<file path="src/rtl/aps_pkg.sv">
package aps_pkg;

  typedef enum logic [3:0] {
    S_IDLE, S_PROBE, S_PRESEL, S_RST, S_SETTLE, S_WMST,
    S_SEL1, S_CHK, S_RETRY, S_WSLV, S_FIN, S_DONE
  } seq_state_e;

  // register addresses seen by the PIO engine: {control block, index}
  localparam logic [3:0] ADR_NSECT  = 4'h2;
  localparam logic [3:0] ADR_LBAL   = 4'h3;
  localparam logic [3:0] ADR_DEVSEL = 4'h6;
  localparam logic [3:0] ADR_DEVCTL = 4'hE;

  localparam logic [7:0] SEL_BASE   = 8'hA0;
  localparam logic [7:0] SEL_DEV1   = 8'h10;
  localparam logic [7:0] CTL_SRST   = 8'h04;
  localparam logic [7:0] PAT_LO     = 8'h55;
  localparam logic [7:0] PAT_HI     = 8'hAA;
  localparam logic [7:0] SIG_ONE    = 8'h01;

  localparam logic [1:0] RDY_OK     = 2'd0;
  localparam logic [1:0] RDY_NODEV  = 2'd1;

  localparam logic [1:0] RES_OK         = 2'd0;
  localparam logic [1:0] RES_WARN_NODEV = 2'd1;
  localparam logic [1:0] RES_ERR_MASTER = 2'd2;
  localparam logic [1:0] RES_ERR_SLAVE  = 2'd3;

endpackage

</file>
<file path="src/rtl/aps_timer.sv">
module aps_timer #(
  parameter int CYC_PER_US = 100,
  parameter int US_W       = 18
) (
  input  logic            clk,
  input  logic            rst_n,
  input  logic            load,
  input  logic [US_W-1:0] load_us,
  output logic            fire
);
  localparam int PW = (CYC_PER_US > 1) ? $clog2(CYC_PER_US) : 1;
  localparam logic [PW-1:0] PRE_TOP = PW'(CYC_PER_US - 1);

  logic            run_q, run_n;
  logic [PW-1:0]   pre_q, pre_n;
  logic [US_W-1:0] us_q, us_n;
  logic            fire_q, fire_n;

  always_comb begin
    run_n  = run_q;
    pre_n  = pre_q;
    us_n   = us_q;
    fire_n = 1'b0;
    if (load) begin
      run_n = 1'b1;
      pre_n = PRE_TOP;
      us_n  = load_us;
    end else if (run_q) begin
      if (pre_q != '0) begin
        pre_n = pre_q - 1'b1;
      end else begin
        pre_n = PRE_TOP;
        if (us_q <= US_W'(1)) begin
          run_n  = 1'b0;
          fire_n = 1'b1;
        end else begin
          us_n = us_q - 1'b1;
        end
      end
    end
  end

  always_ff @(posedge clk or negedge rst_n) begin
    if (!rst_n) begin
      run_q  <= 1'b0;
      pre_q  <= '0;
      us_q   <= '0;
      fire_q <= 1'b0;
    end else begin
      run_q  <= run_n;
      pre_q  <= pre_n;
      us_q   <= us_n;
      fire_q <= fire_n;
    end
  end

  assign fire = fire_q;
endmodule

</file>
<file path="src/rtl/aps_opdecode.sv">
module aps_opdecode
  import aps_pkg::*;
#(
  parameter logic [7:0] CTL_BASE = 8'h08
) (
  input  seq_state_e  state,
  input  logic [3:0]  sub,
  input  logic        dev,
  output logic        reg_req,
  output logic        reg_we,
  output logic [3:0]  reg_addr,
  output logic [7:0]  reg_wdata,
  output logic        rdy_req,
  output logic        rdy_dev
);
  logic [3:0] pair;
  logic       to_lbal;

  always_comb begin
    reg_req   = 1'b0;
    reg_we    = 1'b0;
    reg_addr  = ADR_DEVSEL;
    reg_wdata = 8'h00;
    rdy_req   = 1'b0;
    rdy_dev   = 1'b0;
    pair      = (sub + 4'd1) >> 1;
    to_lbal   = ~sub[0];
    case (state)
      S_PROBE: begin
        reg_req = 1'b1;
        if (sub == 4'd0) begin
          reg_we    = 1'b1;
          reg_wdata = dev ? (SEL_BASE | SEL_DEV1) : SEL_BASE;
        end else if (sub <= 4'd6) begin
          reg_we    = 1'b1;
          reg_addr  = to_lbal ? ADR_LBAL : ADR_NSECT;
          reg_wdata = (pair[0] ^ to_lbal) ? PAT_LO : PAT_HI;
        end else begin
          reg_addr = (sub == 4'd7) ? ADR_NSECT : ADR_LBAL;
        end
      end
      S_PRESEL: begin
        reg_req   = 1'b1;
        reg_we    = 1'b1;
        reg_wdata = SEL_BASE;
      end
      S_RST: begin
        reg_req   = ~sub[0];
        reg_we    = 1'b1;
        reg_addr  = ADR_DEVCTL;
        reg_wdata = (sub == 4'd2) ? (CTL_BASE | CTL_SRST) : CTL_BASE;
      end
      S_SEL1: begin
        reg_req   = 1'b1;
        reg_we    = 1'b1;
        reg_wdata = SEL_BASE | SEL_DEV1;
      end
      S_CHK: begin
        reg_req  = 1'b1;
        reg_addr = (sub == 4'd0) ? ADR_NSECT : ADR_LBAL;
      end
      S_FIN: begin
        reg_req   = 1'b1;
        reg_we    = 1'b1;
        reg_wdata = (sub == 4'd1) ? (SEL_BASE | SEL_DEV1) : SEL_BASE;
      end
      S_WMST: rdy_req = 1'b1;
      S_WSLV: begin
        rdy_req = 1'b1;
        rdy_dev = 1'b1;
      end
      default: ;
    endcase
  end
endmodule

</file>
<file path="src/rtl/ata_probe_sequencer.sv">
module ata_probe_sequencer
  import aps_pkg::*;
#(
  parameter int         CYC_PER_US = 100,
  parameter int         SRST_US    = 20,
  parameter int         SETTLE_US  = 150000,
  parameter int         RETRY_US   = 50000,
  parameter logic [7:0] CTL_BASE   = 8'h08
) (
  input  logic       clk,
  input  logic       rst_n,
  input  logic       start,
  input  logic       slave_possible,
  output logic       busy,
  output logic       done,
  output logic [1:0] dev_mask,
  output logic [1:0] result,
  output logic       reg_req,
  output logic       reg_we,
  output logic [3:0] reg_addr,
  output logic [7:0] reg_wdata,
  input  logic       reg_ack,
  input  logic [7:0] reg_rdata,
  output logic       rdy_req,
  output logic       rdy_dev,
  input  logic       rdy_done,
  input  logic [1:0] rdy_code
);
  localparam int MAX_A  = (SETTLE_US > RETRY_US) ? SETTLE_US : RETRY_US;
  localparam int MAX_US = (MAX_A > SRST_US) ? MAX_A : SRST_US;
  localparam int TW     = $clog2(MAX_US + 1);

  // reset: asynchronous assertion, synchronous release
  logic rs1_q, rs2_q, rst_s_n;
  always_ff @(posedge clk or negedge rst_n) begin
    if (!rst_n) begin
      rs1_q <= 1'b0;
      rs2_q <= 1'b0;
    end else begin
      rs1_q <= 1'b1;
      rs2_q <= rs1_q;
    end
  end
  assign rst_s_n = rs2_q;

  seq_state_e state_q, state_n;
  logic [3:0] sub_q, sub_n;
  logic       dev_q, dev_n;
  logic [1:0] mask_q, mask_n;
  logic [1:0] res_q, res_n;
  logic       flag_q, flag_n;
  logic       try_q, try_n;
  logic       sp_q, sp_n;
  logic       tmr_load, tmr_fire;
  logic [TW-1:0] tmr_us;

  aps_timer #(.CYC_PER_US(CYC_PER_US), .US_W(TW)) timer_i (
    .clk(clk), .rst_n(rst_s_n), .load(tmr_load), .load_us(tmr_us), .fire(tmr_fire)
  );

  aps_opdecode #(.CTL_BASE(CTL_BASE)) dec_i (
    .state(state_q), .sub(sub_q), .dev(dev_q),
    .reg_req(reg_req), .reg_we(reg_we), .reg_addr(reg_addr), .reg_wdata(reg_wdata),
    .rdy_req(rdy_req), .rdy_dev(rdy_dev)
  );

  always_comb begin
    state_n  = state_q;
    sub_n    = sub_q;
    dev_n    = dev_q;
    mask_n   = mask_q;
    res_n    = res_q;
    flag_n   = flag_q;
    try_n    = try_q;
    sp_n     = sp_q;
    tmr_load = 1'b0;
    tmr_us   = '0;
    case (state_q)
      S_IDLE: if (start) begin
        state_n = S_PROBE;
        sub_n   = 4'd0;
        dev_n   = 1'b0;
        mask_n  = 2'b00;
        res_n   = RES_OK;
        sp_n    = slave_possible;
      end
      S_PROBE: if (reg_ack) begin
        if (sub_q == 4'd7) flag_n = (reg_rdata == PAT_LO);
        if (sub_q == 4'd8) begin
          mask_n[dev_q] = flag_q & (reg_rdata == PAT_HI);
          sub_n = 4'd0;
          if (!dev_q && sp_q) dev_n = 1'b1;
          else state_n = S_PRESEL;
        end else begin
          sub_n = sub_q + 4'd1;
        end
      end
      S_PRESEL: if (reg_ack) begin
        state_n = S_RST;
        sub_n   = 4'd0;
      end
      S_RST: begin
        if (sub_q[0]) begin
          if (tmr_fire) sub_n = sub_q + 4'd1;
        end else if (reg_ack) begin
          tmr_load = 1'b1;
          if (sub_q == 4'd4) begin
            state_n = S_SETTLE;
            tmr_us  = TW'(SETTLE_US);
          end else begin
            sub_n  = sub_q + 4'd1;
            tmr_us = TW'(SRST_US);
          end
        end
      end
      S_SETTLE: if (tmr_fire) state_n = S_WMST;
      S_WMST: if (rdy_done) begin
        sub_n = 4'd0;
        if (rdy_code != RDY_OK) begin
          res_n   = RES_ERR_MASTER;
          state_n = S_DONE;
        end else if (mask_q[1]) begin
          state_n = S_SEL1;
        end else begin
          state_n = S_FIN;
        end
      end
      S_SEL1: if (reg_ack) begin
        state_n = S_CHK;
        sub_n   = 4'd0;
        try_n   = 1'b0;
      end
      S_CHK: if (reg_ack) begin
        if (sub_q == 4'd0) begin
          flag_n = (reg_rdata == SIG_ONE);
          sub_n  = 4'd1;
        end else if (flag_q && reg_rdata == SIG_ONE) begin
          state_n = S_WSLV;
        end else begin
          state_n  = S_RETRY;
          tmr_load = 1'b1;
          tmr_us   = TW'(RETRY_US);
        end
      end
      S_RETRY: if (tmr_fire) begin
        if (try_q) begin
          state_n = S_WSLV;
        end else begin
          try_n   = 1'b1;
          state_n = S_CHK;
          sub_n   = 4'd0;
        end
      end
      S_WSLV: if (rdy_done) begin
        sub_n = 4'd0;
        if (rdy_code == RDY_OK) begin
          state_n = S_FIN;
        end else if (rdy_code == RDY_NODEV) begin
          res_n   = RES_WARN_NODEV;
          state_n = S_FIN;
        end else begin
          res_n   = RES_ERR_SLAVE;
          state_n = S_DONE;
        end
      end
      S_FIN: if (reg_ack) begin
        if (sub_q == 4'd0 && mask_q[1]) sub_n = 4'd1;
        else if (sub_q != 4'd2 && mask_q[0]) sub_n = 4'd2;
        else state_n = S_DONE;
      end
      S_DONE: state_n = S_IDLE;
      default: state_n = S_IDLE;
    endcase
  end

  always_ff @(posedge clk or negedge rst_s_n) begin
    if (!rst_s_n) begin
      state_q <= S_IDLE;
      sub_q   <= '0;
      dev_q   <= 1'b0;
      mask_q  <= '0;
      res_q   <= RES_OK;
      flag_q  <= 1'b0;
      try_q   <= 1'b0;
      sp_q    <= 1'b0;
    end else begin
      state_q <= state_n;
      sub_q   <= sub_n;
      dev_q   <= dev_n;
      mask_q  <= mask_n;
      res_q   <= res_n;
      flag_q  <= flag_n;
      try_q   <= try_n;
      sp_q    <= sp_n;
    end
  end

  assign busy     = (state_q != S_IDLE);
  assign done     = (state_q == S_DONE);
  assign dev_mask = mask_q;
  assign result   = res_q;
endmodule

</file>
<file path="config.mk">
export PLATFORM = sky130hd
export DESIGN_NAME = ata_probe_sequencer
export DESIGN_NICKNAME = d
export VERILOG_FILES = /design/src/rtl/aps_pkg.sv /design/src/rtl/aps_timer.sv /design/src/rtl/aps_opdecode.sv /design/src/rtl/ata_probe_sequencer.sv
export SDC_FILE = /design/constraint.sdc
export NUM_CORES = 1
export LEC_CHECK = 0
export BUFFER_PORTS_ARGS = -buffer_cell sky130_fd_sc_hd__buf_2
export CORE_MARGIN = 5
export CORE_UTILIZATION = 55
export CTS_CLUSTER_SIZE = 10
export DETAILED_ROUTE_END_ITERATION = 6
export PLACE_DENSITY = 0.74
export RECOVER_POWER = 25
export SYNTH_ARGS = -nofsm -noshare
export SYNTH_HDL_FRONTEND = slang
export SYNTH_SLANG_ARGS = --single-unit
</file>
<file path="constraint.sdc">
create_clock -name clk -period 3.5 [get_ports clk]
set_input_delay 0.525 -clock clk [delete_from_list [all_inputs] [get_ports clk]]
set_output_delay 0.525 -clock clk [all_outputs]
set_load 0.01 [all_outputs]
</file>
### Word level (Yosys, flattened, before mapping)

Cells that the tools add are included.

* input bits: 16
* memory bits (writable): 0
* latch bits: 0
* memories kept: 0
* memory bits (read-only): 0
* output and inout port bits: 22
* register bits: 45
* logic and storage cells: 225

* equality and inequality tests: 53
* shift-type cells: 0
* mux-type cells: 115
* add/subtract/negate cells: 3
* reduce and logical (&&, ||, !) cells: 32
* bitwise operators: 3
* $lt $le $gt $ge: 4
* div/mod/pow operators: 0
* $mul: 0

Operators with widths (number)
* $mux 4: 39
* $mux 18: 7
* $mux 16: 3
* $ne 2x2->1 const B: 22
* $pmux 4 s11: 1
* $pmux 8 s5: 1
* $pmux 18 s2: 1
* $mux 1: 34
* $pmux 4 s8: 1
* $eq 4x3->1 const B: 6
* $mux 8: 3
* $mux 7: 3
* $eq 4x4->1 const B: 5
* $le 18x1->1 const B: 1
* $reduce_and 18->1: 1
* $sub 18x1->18 const B: 1
* $mux 2: 8
* $reduce_and 14->1: 1
* $eq 4x2->1 const B: 3
* $ne 2x1->1 const B: 6
* $ne 3x3->1 const B: 4
* $pmux 1 s2: 6
* $pmux 4 s3: 1
* $reduce_and 11->1: 1
* 37 further kinds: 51

### Logic depth before layout (Yosys ltp)

Gate-level depths: netlist of run 1.

* word-level depth: 8
* gate-level depth with buffers: 10
* gate-level depth less buffers: 7

### Cells and area by module

From an unflattened synthesis of run 1, not the netlist that was laid out.

* cell total of the unflattened synthesis: 415
* area, all modules: 3589.7 µm²

Modules (own cells, without submodules)
* aps_timer: instances 1, cells each 182, area each 1656.6 µm², sequential area each 675.6 µm²
* ata_probe_sequencer: instances 1, cells each 182, area each 1544.0 µm², sequential area each 450.4 µm²
* aps_opdecode: instances 1, cells each 51, area each 389.1 µm², sequential area each 0.0 µm²

### Worst setup path after synthesis of run 1

OpenSTA, ideal clock, no wires.

* path type: reg2reg
* start point: register sub_q[0]
* end point: register state_q[0]
* required time: 3375 ps
* stages on the path, launching flop included: 10
* clock period less this slack: 2652 ps
* buffers on the path: 2
* arrival: 2527 ps
* library setup time: 125 ps
* setup slack: 848 ps
* path through: dfrtp_1 -> clkbuf_1 -> inv_1 -> ha_1 -> or3b_2 -> clkbuf_1 -> nor4_1 -> a2111oi_0 -> nand3b_1 -> mux2_2

* word-level cells in the longest chain between the ends: 4
* elaborated cells on any way between the ends: 13
* classes of those cells: eq/ne: 9; reduce/logical: 4

Ends and longest elaborated chain
* start: declaration: RTL line ata_probe_sequencer.sv:47 `logic [3:0] sub_q, sub_n;`
* start signal: assignment: RTL line ata_probe_sequencer.sv:188 `sub_q <= sub_n;`
* $ne 4x2->1 / $logic_not 4->1 (equally long branches): RTL line ata_probe_sequencer.sv:168, ata_probe_sequencer.sv:134, ata_probe_sequencer.sv:167
* $logic_and 1x1->1, on equally long branches: RTL line ata_probe_sequencer.sv:168, ata_probe_sequencer.sv:167
* $ne 2x2->1 (no source line)
* $reduce_and 18->1 (no source line) (*)
* end signal: assignment: RTL line ata_probe_sequencer.sv:187 `state_q <= state_n;`
* end: declaration: RTL line ata_probe_sequencer.sv:46 `seq_state_e state_q, state_n;`

Every way passes the cells marked *; elsewhere a longest branch is shown, timed or not.
A chain may end at the register's enable or synchronous reset.

### Worst setup path in the final report of run 1

* start point: register sub_q[0]
* end point: register state_q[2]

The elaborated chain is that of the path after synthesis.

==> load_flow_metrics.sql, run 1 <==
INSERT INTO impl_metrics (metric_group, metric, value, unit) VALUES
('cts', 'cts_made_buffers', '5', ''),
('yosys', 'number_of_unique_standard_cell_types_used_by_synthesis', '67', ''),
('cts', 'cts_hold_buffers', '1', ''),
('critical_path', 'start_kind', 'register', ''),
('min_path', 'hold_sp', 'rs1_q', ''),
('timing', 'worst_slew_pin_tran', '1690', 'ps'),
('cts', 'tritoncts', 'done', ''),
('placement', 'post-dp-hpwl', '6.37', 'mm'),
('critical_path', 'worstRegToRegCells', '7', ''),
('cts', 'clk_pin_slew_worst_paths', '90', 'ps'),
('routing', 'count_of_tritonroute_iterations_in_the_first_routing_pass', '5', ''),
('final_layout', 'nets', '441', ''),
('outcome', 'violations_in_the_final_reports', 'max-capacitance violations, max-slew violations', ''),
('power', 'p_leak', '1.55', 'nW'),
('critical_path', 'worst-r2r-setup-slack', '600', 'ps'),
('critical_path', 'regToRegStartpoint', 'sub_q[0]', ''),
('min_path', 'timing.hold.worst_endpoint', 'rs2_q', ''),
('floorplanning', 'floorplan.die_area', '7550', 'µm²'),
('yosys', 'synth_seq_cells', '45', ''),
('floorplanning', 'placementRows', '28', ''),
('cts', 'cts.repair_timing.setup_buffer_count', '0', ''),
('timing', 'holdWs', '345', 'ps'),
('min_path', 'timing.hold.worst.class', 'register to register', ''),
('floorplanning', 'starting_density', '55.6', '%'),
('cts', 'h-tree-depth', '2', ''),
('yosys', 'syn_avg_cell_area', '8.38', 'µm²'),
('timing', 'hold_viol_final', '0', ''),
('routing', 'routed-via-count', '3242', ''),
('timing', 'setup_viol', '0', ''),
('placement', 'global_placement_routability_congestion', '0.960', ''),
('timing', 'maxClockFrequency', '345', 'MHz'),
('timing', 'final_min_period_over_clock_period', '82.8', '%'),
('yosys', 'syn-instance-count', '388', ''),
('yosys', 'edff_count_synth', '0', ''),
('global_routing', 'grt_first_pass_wirelength', '14.6', 'mm'),
('floorplanning', 'die_height', '86.9', 'µm'),
('yosys', 'synth_seq_area_share', '34.6', '%'),
('critical_path', 'timing.critical_path.fanout_max', '11', ''),
('yosys', 'synth_flop_cell', 'dfrtp_1', ''),
('min_path', 'timing.hold.worst_path_depth', '0', ''),
('yosys', 'synth.cells.most_frequent', '45 x dfrtp_1, 37 x nor2_1, 28 x a21oi_1', ''),
('yosys', 'synth_most_common_cell', 'dfrtp_1', ''),
('cts', 'cts_sinks', '45', ''),
('timing', 'maxSlewViolCount', '44', ''),
('critical_path', 'critical_path_at', '3090', 'ps'),
('routing', 'residual_antenna_violating_net_count_after_detailed_routing', '0', ''),
('yosys', 'yosysTopAreaCellShare', '34.6', '%'),
('routing', 'remaining_drc_errors', '0', ''),
('yosys', 'yosysTopAreaCell', 'dfrtp_1', ''),
('critical_path', 'worst-setup-path-type', 'register to register', ''),
('yosys', 'synth.top_cells.by_area', 'dfrtp_1 35%, a21oi_1 4.3%, nor2_1 4.3%', ''),
('timing', 'unrepaired_setup_endpoints_after_global_routing', 'false', ''),
('final_layout', 'fin_util', '61.9', '%'),
('final_layout', 'area_delta_synth_final', '11.4', '%'),
('yosys', 'netlist_area', '3250', 'µm²'),
('critical_path', 'crit_path_end_kind', 'register', ''),
('floorplanning', 'io-pin-count', '38', ''),
('cts', 'clockBufferDepth', '2', ''),
('global_routing', 'first_global_vias', '3092', ''),
('global_routing', 'globalRoute.totalOverflow', '0', ''),
('job', 'timing.max_cap.violations', '1', ''),
('cts', 'root_buffer', 'clkbuf_8', ''),
('outcome', 'run_status', 'finished with violations', ''),
('critical_path', 'reg2reg_end', 'state_q[2]', ''),
('floorplanning', 'core-area', '5850', 'µm²'),
('placement', 'io_buffers', '36', ''),
('routing', 'avgViaCountPerCell', '6.58', ''),
('timing', 'setup_tns', '0', 'ps'),
('routing', 'routed_wire_length_per_instance', '17.6', 'µm'),
('yosys', 'yosysWarningCount', '0', ''),
('cts', 'post_cts_resize_count', '0', '');
cell families after synthesis:
family	Yosys count	share of synthesized area (%)
multiplexers	8	2.73
other	1	0.115
AND/OR/NAND/NOR	165	28.6
XOR/XNOR	4	1.08
adder cells (fa/ha/maj)	8	3.08
AO/OA/AOI/OAI	119	25.0
flip-flops	45	34.6
buffers and inverters	38	4.77
flip-flops by register name (all words and copies together), names as in the netlist, 2 cells and up:
signal and count:
timer_i.pre_q 7, result 2, sub_q 4, timer_i.us_q 18, dev_mask 2, state_q 4
worst max path at each step:
stage,from,to,slack [ps],cells past startpoint
after global placement,sub_q[0],state_q[0],850,7
after global routing,sub_q[0],state_q[2],370,7
after floorplan,sub_q[0],state_q[0],850,9
after detailed placement,sub_q[0],state_q[2],660,7
final,sub_q[0],state_q[2],600,7
after CTS,sub_q[0],reg_addr[2],620,8
worst max-delay path: stages, from the launching register on:
cell and delay (ps):
dfrtp_1 520, inv_1 220, ha_1 270, or3b_2 550, nor4_1 520, a2111oi_0 150, nand3b_1 200, mux2_2 360
layer usage:
| metal | track usage (%) | part of all wire [%] | up-vias |
|---|---|---|---|
| met4 | 10.1 | 2.3 | 0 |
| li1 | - | - | 1538 |
| met2 | 41.1 | 50 | 112 |
| met5 | 0 | 0 | - |
| met3 | 3.31 | 5.3 | 20 |
| met1 | 30.9 | 43 | 1572 |
cell type report:
cell class	count	area, µm²	area share [%]
multi-input combinational	306	1970	54.5
tap	75	93.8	2.59
timing repair buffer	43	234	6.46
clock buffer	5	68.8	1.90
inverter	16	60.1	1.66
clock inverter	3	65.1	1.80
sequential	45	1130	31.1
through the flow:
step | setup WS [ps] | area [µm²] | power [W] | cells
floorplan | 848 | 3260 | 0.00202 | 389
global placement | 849 | 3480 | 0.00239 | 484
detailed placement | 663 | 3480 | 0.00243 | 484
CTS | 624 | 3620 | 0.00291 | 493
global route | 369 | 3620 | 0.00315 | 493
finish | 603 | 3620 | 0.00292 | 493
placed cells by master, fill, tap and decap left out, types with 6 or more instances in the layout:
cell | Yosys | final
a21oi_1 | 28 | 28
a31oi_1 | 10 | 10
buf_2 | 1 | 35
buf_4 | 3 | 6
dfrtp_1 | 45 | 45
ha_1 | 8 | 8
inv_1 | 16 | 16
mux2_2 | 7 | 7
nand2_1 | 23 | 23
nand2b_1 | 11 | 11
nand3_1 | 8 | 8
nand3b_1 | 6 | 6
nand4_1 | 7 | 7
nor2_1 | 37 | 37
nor3_1 | 20 | 20
nor4_1 | 6 | 6
o21ai_0 | 17 | 17
o22ai_1 | 11 | 11
or3_1 | 11 | 11
or4_1 | 10 | 10
power breakdown:
part | total, W | switching [W] | internal, W
combinational | 0.00147 | 0.000833 | 0.000636
sequential | 0.000988 | 0.000306 | 0.000682
clock | 0.000459 | 0.000176 | 0.000284
total | 0.00292 | 0.00131 | 0.00160
(Power assumes the default switching activity.)
==> run 2: changes to the inputs <==
Clock period 3.5 ns to 2.8 ns, I/O delays scaled along.
==> load_flow_metrics.sql, run 2 (synthesis results as in run 1) <==
INSERT INTO impl_metrics (metric_group, metric, value, unit) VALUES
('global_routing', 'first_global_vias', '2984', ''),
('routing', 'highest_routed_layer', 'met4', ''),
('floorplanning', 'core-area', '5850', 'µm²'),
('timing', 'setup_viol', '0', ''),
('critical_path', 'critical_path_at', '2740', 'ps'),
('global_routing', 'globalRoute.totalOverflow', '0', ''),
('final_layout', 'largest_register_ff_count', '18', ''),
('timing', 'maxSlewViolCount', '44', ''),
('critical_path', 'reg2reg_end', 'state_q[0]', ''),
('timing', 'hold_viol_final', '0', ''),
('floorplanning', 'placementRows', '28', ''),
('final_layout', 'area_delta_synth_final', '12.9', '%'),
('power', 'p_leak', '1.57', 'nW'),
('routing', 'met3_wirelength', '527', 'µm'),
('routing', 'avgViaCountPerCell', '6.44', ''),
('global_routing', 'global_route.usage.total', '22.9', '%'),
('floorplanning', 'io-pin-count', '38', ''),
('critical_path', 'regToRegStartpoint', 'sub_q[1]', ''),
('min_path', 'timing.hold.worst_endpoint', 'sp_q', ''),
('cts', 'h-tree-depth', '2', ''),
('cts', 'clockBufferDepth', '2', ''),
('critical_path', 'start_kind', 'register', ''),
('outcome', 'violations_in_the_final_reports', 'max-capacitance violations, max-slew violations', ''),
('critical_path', 'timing.critical_path.fanout_max', '6', ''),
('critical_path', 'worst-setup-path-type', 'register to register', ''),
('job', 'timing.max_cap.violations', '1', ''),
('timing', 'unrepaired_setup_endpoints_after_global_routing', 'false', ''),
('routing', 'detailedRoute.firstIterationViolations', '268', ''),
('placement', 'io_buffers', '36', ''),
('power', 'p_per_area', '967', 'nW/µm²'),
('cts', 'clk_pin_slew_worst_paths', '100', 'ps'),
('cts', 'cts.repair_timing.setup_buffer_count', '0', ''),
('routing', 'residual_antenna_violating_net_count_after_detailed_routing', '0', ''),
('critical_path', 'worst-endpoint-required', '3000', 'ps'),
('routing', 'routed-via-count', '3254', ''),
('global_routing', 'grt_first_pass_wirelength', '13.9', 'mm'),
('final_layout', 'nets', '453', ''),
('min_path', 'timing.hold.worst_path_depth', '2', ''),
('critical_path', 'worstRegToRegCells', '7', ''),
('routing', 'remaining_drc_errors', '0', ''),
('power', 'power_total', '0.00355', 'W'),
('timing', 'maxClockFrequency', '394', 'MHz'),
('timing', 'max_slew_margin', '-13.7', '%'),
('global_routing', 'antenna_found_initial', '0', ''),
('timing', 'min_period', '2540', 'ps'),
('timing', 'setup_tns', '0', 'ps'),
('power', 'vdd_ir_drop_max', '0.634', 'mV'),
('routing', 'met2_wirelength', '4.13', 'mm'),
('final_layout', 'n_antenna_cell', '0', ''),
('floorplanning', 'die_height', '86.9', 'µm'),
('final_layout', 'layout_common_cells', '43 x dfrtp_1, 37 x nor2_1, 35 x buf_2', ''),
('final_layout', 'largest_registers', 'timer_i.us_q (18), timer_i.pre_q (7)', ''),
('timing', 'holdWs', '343', 'ps'),
('placement', 'global_placement_routability_congestion', '0.891', ''),
('final_layout', 'final_common_cell', 'dfrtp_1', ''),
('timing', 'worst_slew_pin_tran', '1710', 'ps'),
('routing', 'met1_length', '3.71', 'mm'),
('floorplanning', 'floorplan.die_area', '7550', 'µm²'),
('routing', 'count_of_tritonroute_iterations_in_the_first_routing_pass', '5', ''),
('cts', 'tritoncts', 'done', ''),
('cts', 'cts_sinks', '45', ''),
('cts', 'clk-insertion-delay-late', '310', 'ps'),
('routing', 'routed_wire_length_per_instance', '16.9', 'µm'),
('global_routing', 'pin_count_of_the_biggest_net_entering_global_routing', '44', ''),
('min_path', 'hold_sp', 'slave_possible', ''),
('final_layout', 'drive_gt1_share', '18.8', '%'),
('min_path', 'timing.hold.worst.class', 'input port to register', ''),
('cts', 'root_buffer', 'clkbuf_8', ''),
('final_layout', 'regMostFlops', 'timer_i.us_q', ''),
('placement', 'post-dp-hpwl', '6.28', 'mm'),
('routing', 'overall_routed_net_length', '8.54', 'mm'),
('timing', 'worst_clock_skew', '10.6', 'ps'),
('critical_path', 'crit_path_end_kind', 'register', ''),
('floorplanning', 'starting_density', '55.6', '%'),
('timing', 'final_min_period_over_clock_period', '90.6', '%'),
('outcome', 'run_status', 'finished with violations', ''),
('cts', 'cts_made_buffers', '5', ''),
('critical_path', 'worst-r2r-setup-slack', '260', 'ps'),
('floorplanning', 'die_w', '86.9', 'µm');
## run 2: changes by cell type in the layout (fill, tap and decap cells not counted)
cell,change
dfrtp_1,-2
clkinv_2,-1
dfrtp_2,+2
clkinvlp_4,+3
buf_4,+12
bufinv_16,-2
## run 2: where the power goes
part	leakage, nW	internal [W]	switching [W]
logic	0.966	0.000861	0.00110
registers	0.570	0.000857	0.000320
clock network	0.0364	0.000175	0.000238
total	1.57	0.00189	0.00166
## run 2: worst max-delay path: stages, from the launching register on
cell and delay (ps):
dfrtp_1 440, inv_1 100, ha_1 250, or3b_2 570, nor4_1 400, a2111oi_0 120, nand3b_1 190, mux2_2 360
## run 2: worst max path at each step
stage                             to  startpoint
after CTS                     reg_we  state_q[2]
after global placement    state_q[2]    sub_q[1]
after detailed placement  state_q[0]    sub_q[1]
final                     state_q[0]    sub_q[1]
after floorplan           state_q[0]    sub_q[0]
after global routing      state_q[0]    sub_q[1]
## run 2: per-layer routing
layer / GRT usage [%] / vias up
met1: 29.9 / 1559
met5: 0 / -
li1: - / 1562
met3: 3.22 / 18
met2: 38.2 / 115
met4: 8.92 / 0
## run 2: what timing repair did
action / CTS / global route
setup endpoints to repair: 0 / 1
hold buffers: 1 / 0
endpoints found under the hold margin: 2 / 0
gates resized for setup: 0 / 2
## run 2: cell type report
| cell class | count | area [µm²] |
|---|---|---|
| clock buffer | 5 | 68.8 |
| clock inverter | 3 | 22.5 |
| fill | 513 | 2180 |
| inverter | 16 | 60.1 |
| multi-input combinational | 306 | 1970 |
| sequential | 45 | 1130 |
| tap | 75 | 93.8 |
| timing repair buffer | 55 | 324 |
## run 2: metrics by stage
step           setup slack [ps]  cell area (µm²)  cells  utilization (%)
4_1_cts                     192             3670    505             62.8
6_report                    264             3670    505             62.8
3_5_place_dp                290             3570    496             61.0
3_3_place_gp                401             3570    496             61.0
2_1_floorplan               148             3260    389                -
5_1_grt                     162             3670    505             62.8
==> run 3: changes to the inputs <==
Settings changed: CORE_ASPECT_RATIO set to 2.
==> load_flow_metrics.sql, run 3 (synthesis results as in run 1) <==
INSERT INTO impl_metrics (metric_group, metric, value, unit) VALUES
('cts', 'cts.repair_timing.setup_buffer_count', '0', ''),
('job', 'timing.max_cap.violations', '1', ''),
('floorplanning', 'starting_density', '56.5', '%'),
('global_routing', 'first_global_vias', '3220', ''),
('placement', 'global_placement_routability_congestion', '1.01', ''),
('global_routing', 'global_route.usage.total', '25.9', '%'),
('routing', 'count_of_tritonroute_iterations_in_the_first_routing_pass', '4', ''),
('timing', 'setup_viol', '0', ''),
('floorplanning', 'die_w', '64.4', 'µm'),
('timing', 'unrepaired_setup_endpoints_after_global_routing', 'false', ''),
('final_layout', 'largest_register_ff_count', '18', ''),
('final_layout', 'fill_cells', '502', ''),
('placement', 'io_buffers', '36', ''),
('critical_path', 'crit_path_end_kind', 'output pin', ''),
('cts', 'h-tree-depth', '2', ''),
('power', 'vdd_ir_drop_max', '0.633', 'mV'),
('floorplanning', 'core-area', '5760', 'µm²'),
('final_layout', 'final_common_cell', 'dfrtp_1', ''),
('final_layout', 'regMostFlops', 'timer_i.us_q', ''),
('routing', 'remaining_drc_errors', '0', ''),
('outcome', 'run_status', 'finished with violations', ''),
('routing', 'avgViaCountPerCell', '6.62', ''),
('routing', 'overall_routed_net_length', '9.60', 'mm'),
('cts', 'cts_made_buffers', '5', ''),
('floorplanning', 'die_height', '119', 'µm'),
('global_routing', 'globalRoute.totalOverflow', '0', ''),
('min_path', 'timing.hold.worst.class', 'input port to register', ''),
('final_layout', 'largest_registers', 'timer_i.us_q (18), timer_i.pre_q (7)', ''),
('final_layout', 'drive_gt1_share', '19.9', '%'),
('timing', 'hold_viol_final', '0', ''),
('cts', 'post_cts_resize_count', '0', ''),
('timing', 'maxSlewViolCount', '44', ''),
('timing', 'max_slew_margin', '-12.9', '%'),
('critical_path', 'start_kind', 'register', ''),
('cts', 'clk-insertion-delay-late', '290', 'ps'),
('final_layout', 'final_cell_area', '3800', 'µm²'),
('cts', 'root_buffer', 'clkbuf_16', ''),
('placement', 'detailedPlace.worstSlack', '309', 'ps'),
('final_layout', 'area_delta_synth_final', '16.8', '%'),
('timing', 'setup_tns', '0', 'ps'),
('critical_path', 'timing.critical_path.fanout_max', '19', ''),
('cts', 'clockBufferDepth', '2', ''),
('floorplanning', 'io-pin-count', '38', ''),
('timing', 'maxClockFrequency', '397', 'MHz'),
('routing', 'routed_wire_length_per_instance', '19.2', 'µm'),
('timing', 'final_min_period_over_clock_period', '89.9', '%'),
('timing', 'min_period', '2520', 'ps'),
('final_layout', 'n_antenna_cell', '0', ''),
('power', 'p_leak', '1.66', 'nW'),
('outcome', 'violations_in_the_final_reports', 'max-capacitance violations, max-slew violations', ''),
('global_routing', 'antenna_found_initial', '0', ''),
('floorplanning', 'floorplan.die_area', '7640', 'µm²'),
('routing', 'residual_antenna_violating_net_count_after_detailed_routing', '0', ''),
('global_routing', 'grt_first_pass_wirelength', '15.5', 'mm'),
('critical_path', 'worst-endpoint-required', '2380', 'ps'),
('cts', 'cts_hold_buffers', '1', ''),
('timing', 'worst_clock_skew', '5.92', 'ps'),
('routing', 'detailedRoute.firstIterationViolations', '425', ''),
('routing', 'routed-via-count', '3305', ''),
('final_layout', 'layout_common_cells', '45 x dfrtp_1, 37 x nor2_1, 35 x buf_2', ''),
('critical_path', 'worst-setup-path-type', 'register to output pin', ''),
('critical_path', 'critical_path_at', '2100', 'ps'),
('timing', 'worst_slew_pin_tran', '1690', 'ps'),
('final_layout', 'nets', '461', ''),
('timing', 'final_critical_path_setup_slack', '282', 'ps'),
('cts', 'cts_sinks', '45', ''),
('cts', 'clk_pin_slew_worst_paths', '60', 'ps'),
('power', 'p_per_area', '1030', 'nW/µm²'),
('cts', 'tritoncts', 'done', ''),
('floorplanning', 'placementRows', '39', ''),
('placement', 'placedInstanceArea', '3610', 'µm²'),
('global_routing', 'pin_count_of_the_biggest_net_entering_global_routing', '44', ''),
('placement', 'post-dp-hpwl', '7.34', 'mm');
==> run 3: metrics by stage <==
stage               util (%)  total power (W)  hold slack (ps)  std cells
floorplan                  -          0.00253              124        389
global placement        62.8          0.00317              204        490
detailed placement      62.8          0.00319              208        490
CTS                     66.0          0.00390              353        499
global route            65.9          0.00420              359        499
finish                  65.9          0.00392              358        499
==> run 3: path summary, 6_finish.rpt <==
check,startpoint,end,slack [ps],depth (start not counted)
max,state_q[2],reg_wdata[7],280,3
min,slave_possible,sp_q,360,2
max reg2reg,sub_q[1],state_q[0],290,7
min reg2reg,rs1_q,rs2_q,360,0
max in group asynchronous,rs2_q,timer_i.pre_q[1],1100,0
min in group asynchronous,rst_n,rs1_q,450,2
==> run 3: per-layer routing <==
layer,vias up,routed length (µm),GRT usage [%]
met5,-,0,0
met4,0,675,19.9
met3,46,384,3.23
met2,124,5060,45.7
met1,1567,3480,27.0
li1,1568,-,-
==> run 3: cell type report <==
cell class                      count  area [µm²]  area share (%)
Clock buffer                        6         139            3.66
Clock inverter                      2        37.5           0.988
Inverter                           16        60.1            1.58
Multi-Input combinational cell    306        1970            52.0
Sequential cell                    45        1130            29.7
Tap cell                           61        76.3            2.01
Timing Repair Buffer               63         384            10.1
==> run 3: critical path, stage by stage, from the launching register on <==
cell and delay (ps):
dfrtp_1 610, or4b_2 830, o22ai_1 200, buf_2 160
==> run 3: power breakdown <==
part | total [W] | internal [W] | switching (W) | leakage (nW)
registers | 0.00118 | 0.000856 | 0.000320 | 0.573
logic | 0.00205 | 0.000892 | 0.00116 | 1.01
clock network | 0.000691 | 0.000445 | 0.000246 | 0.0831
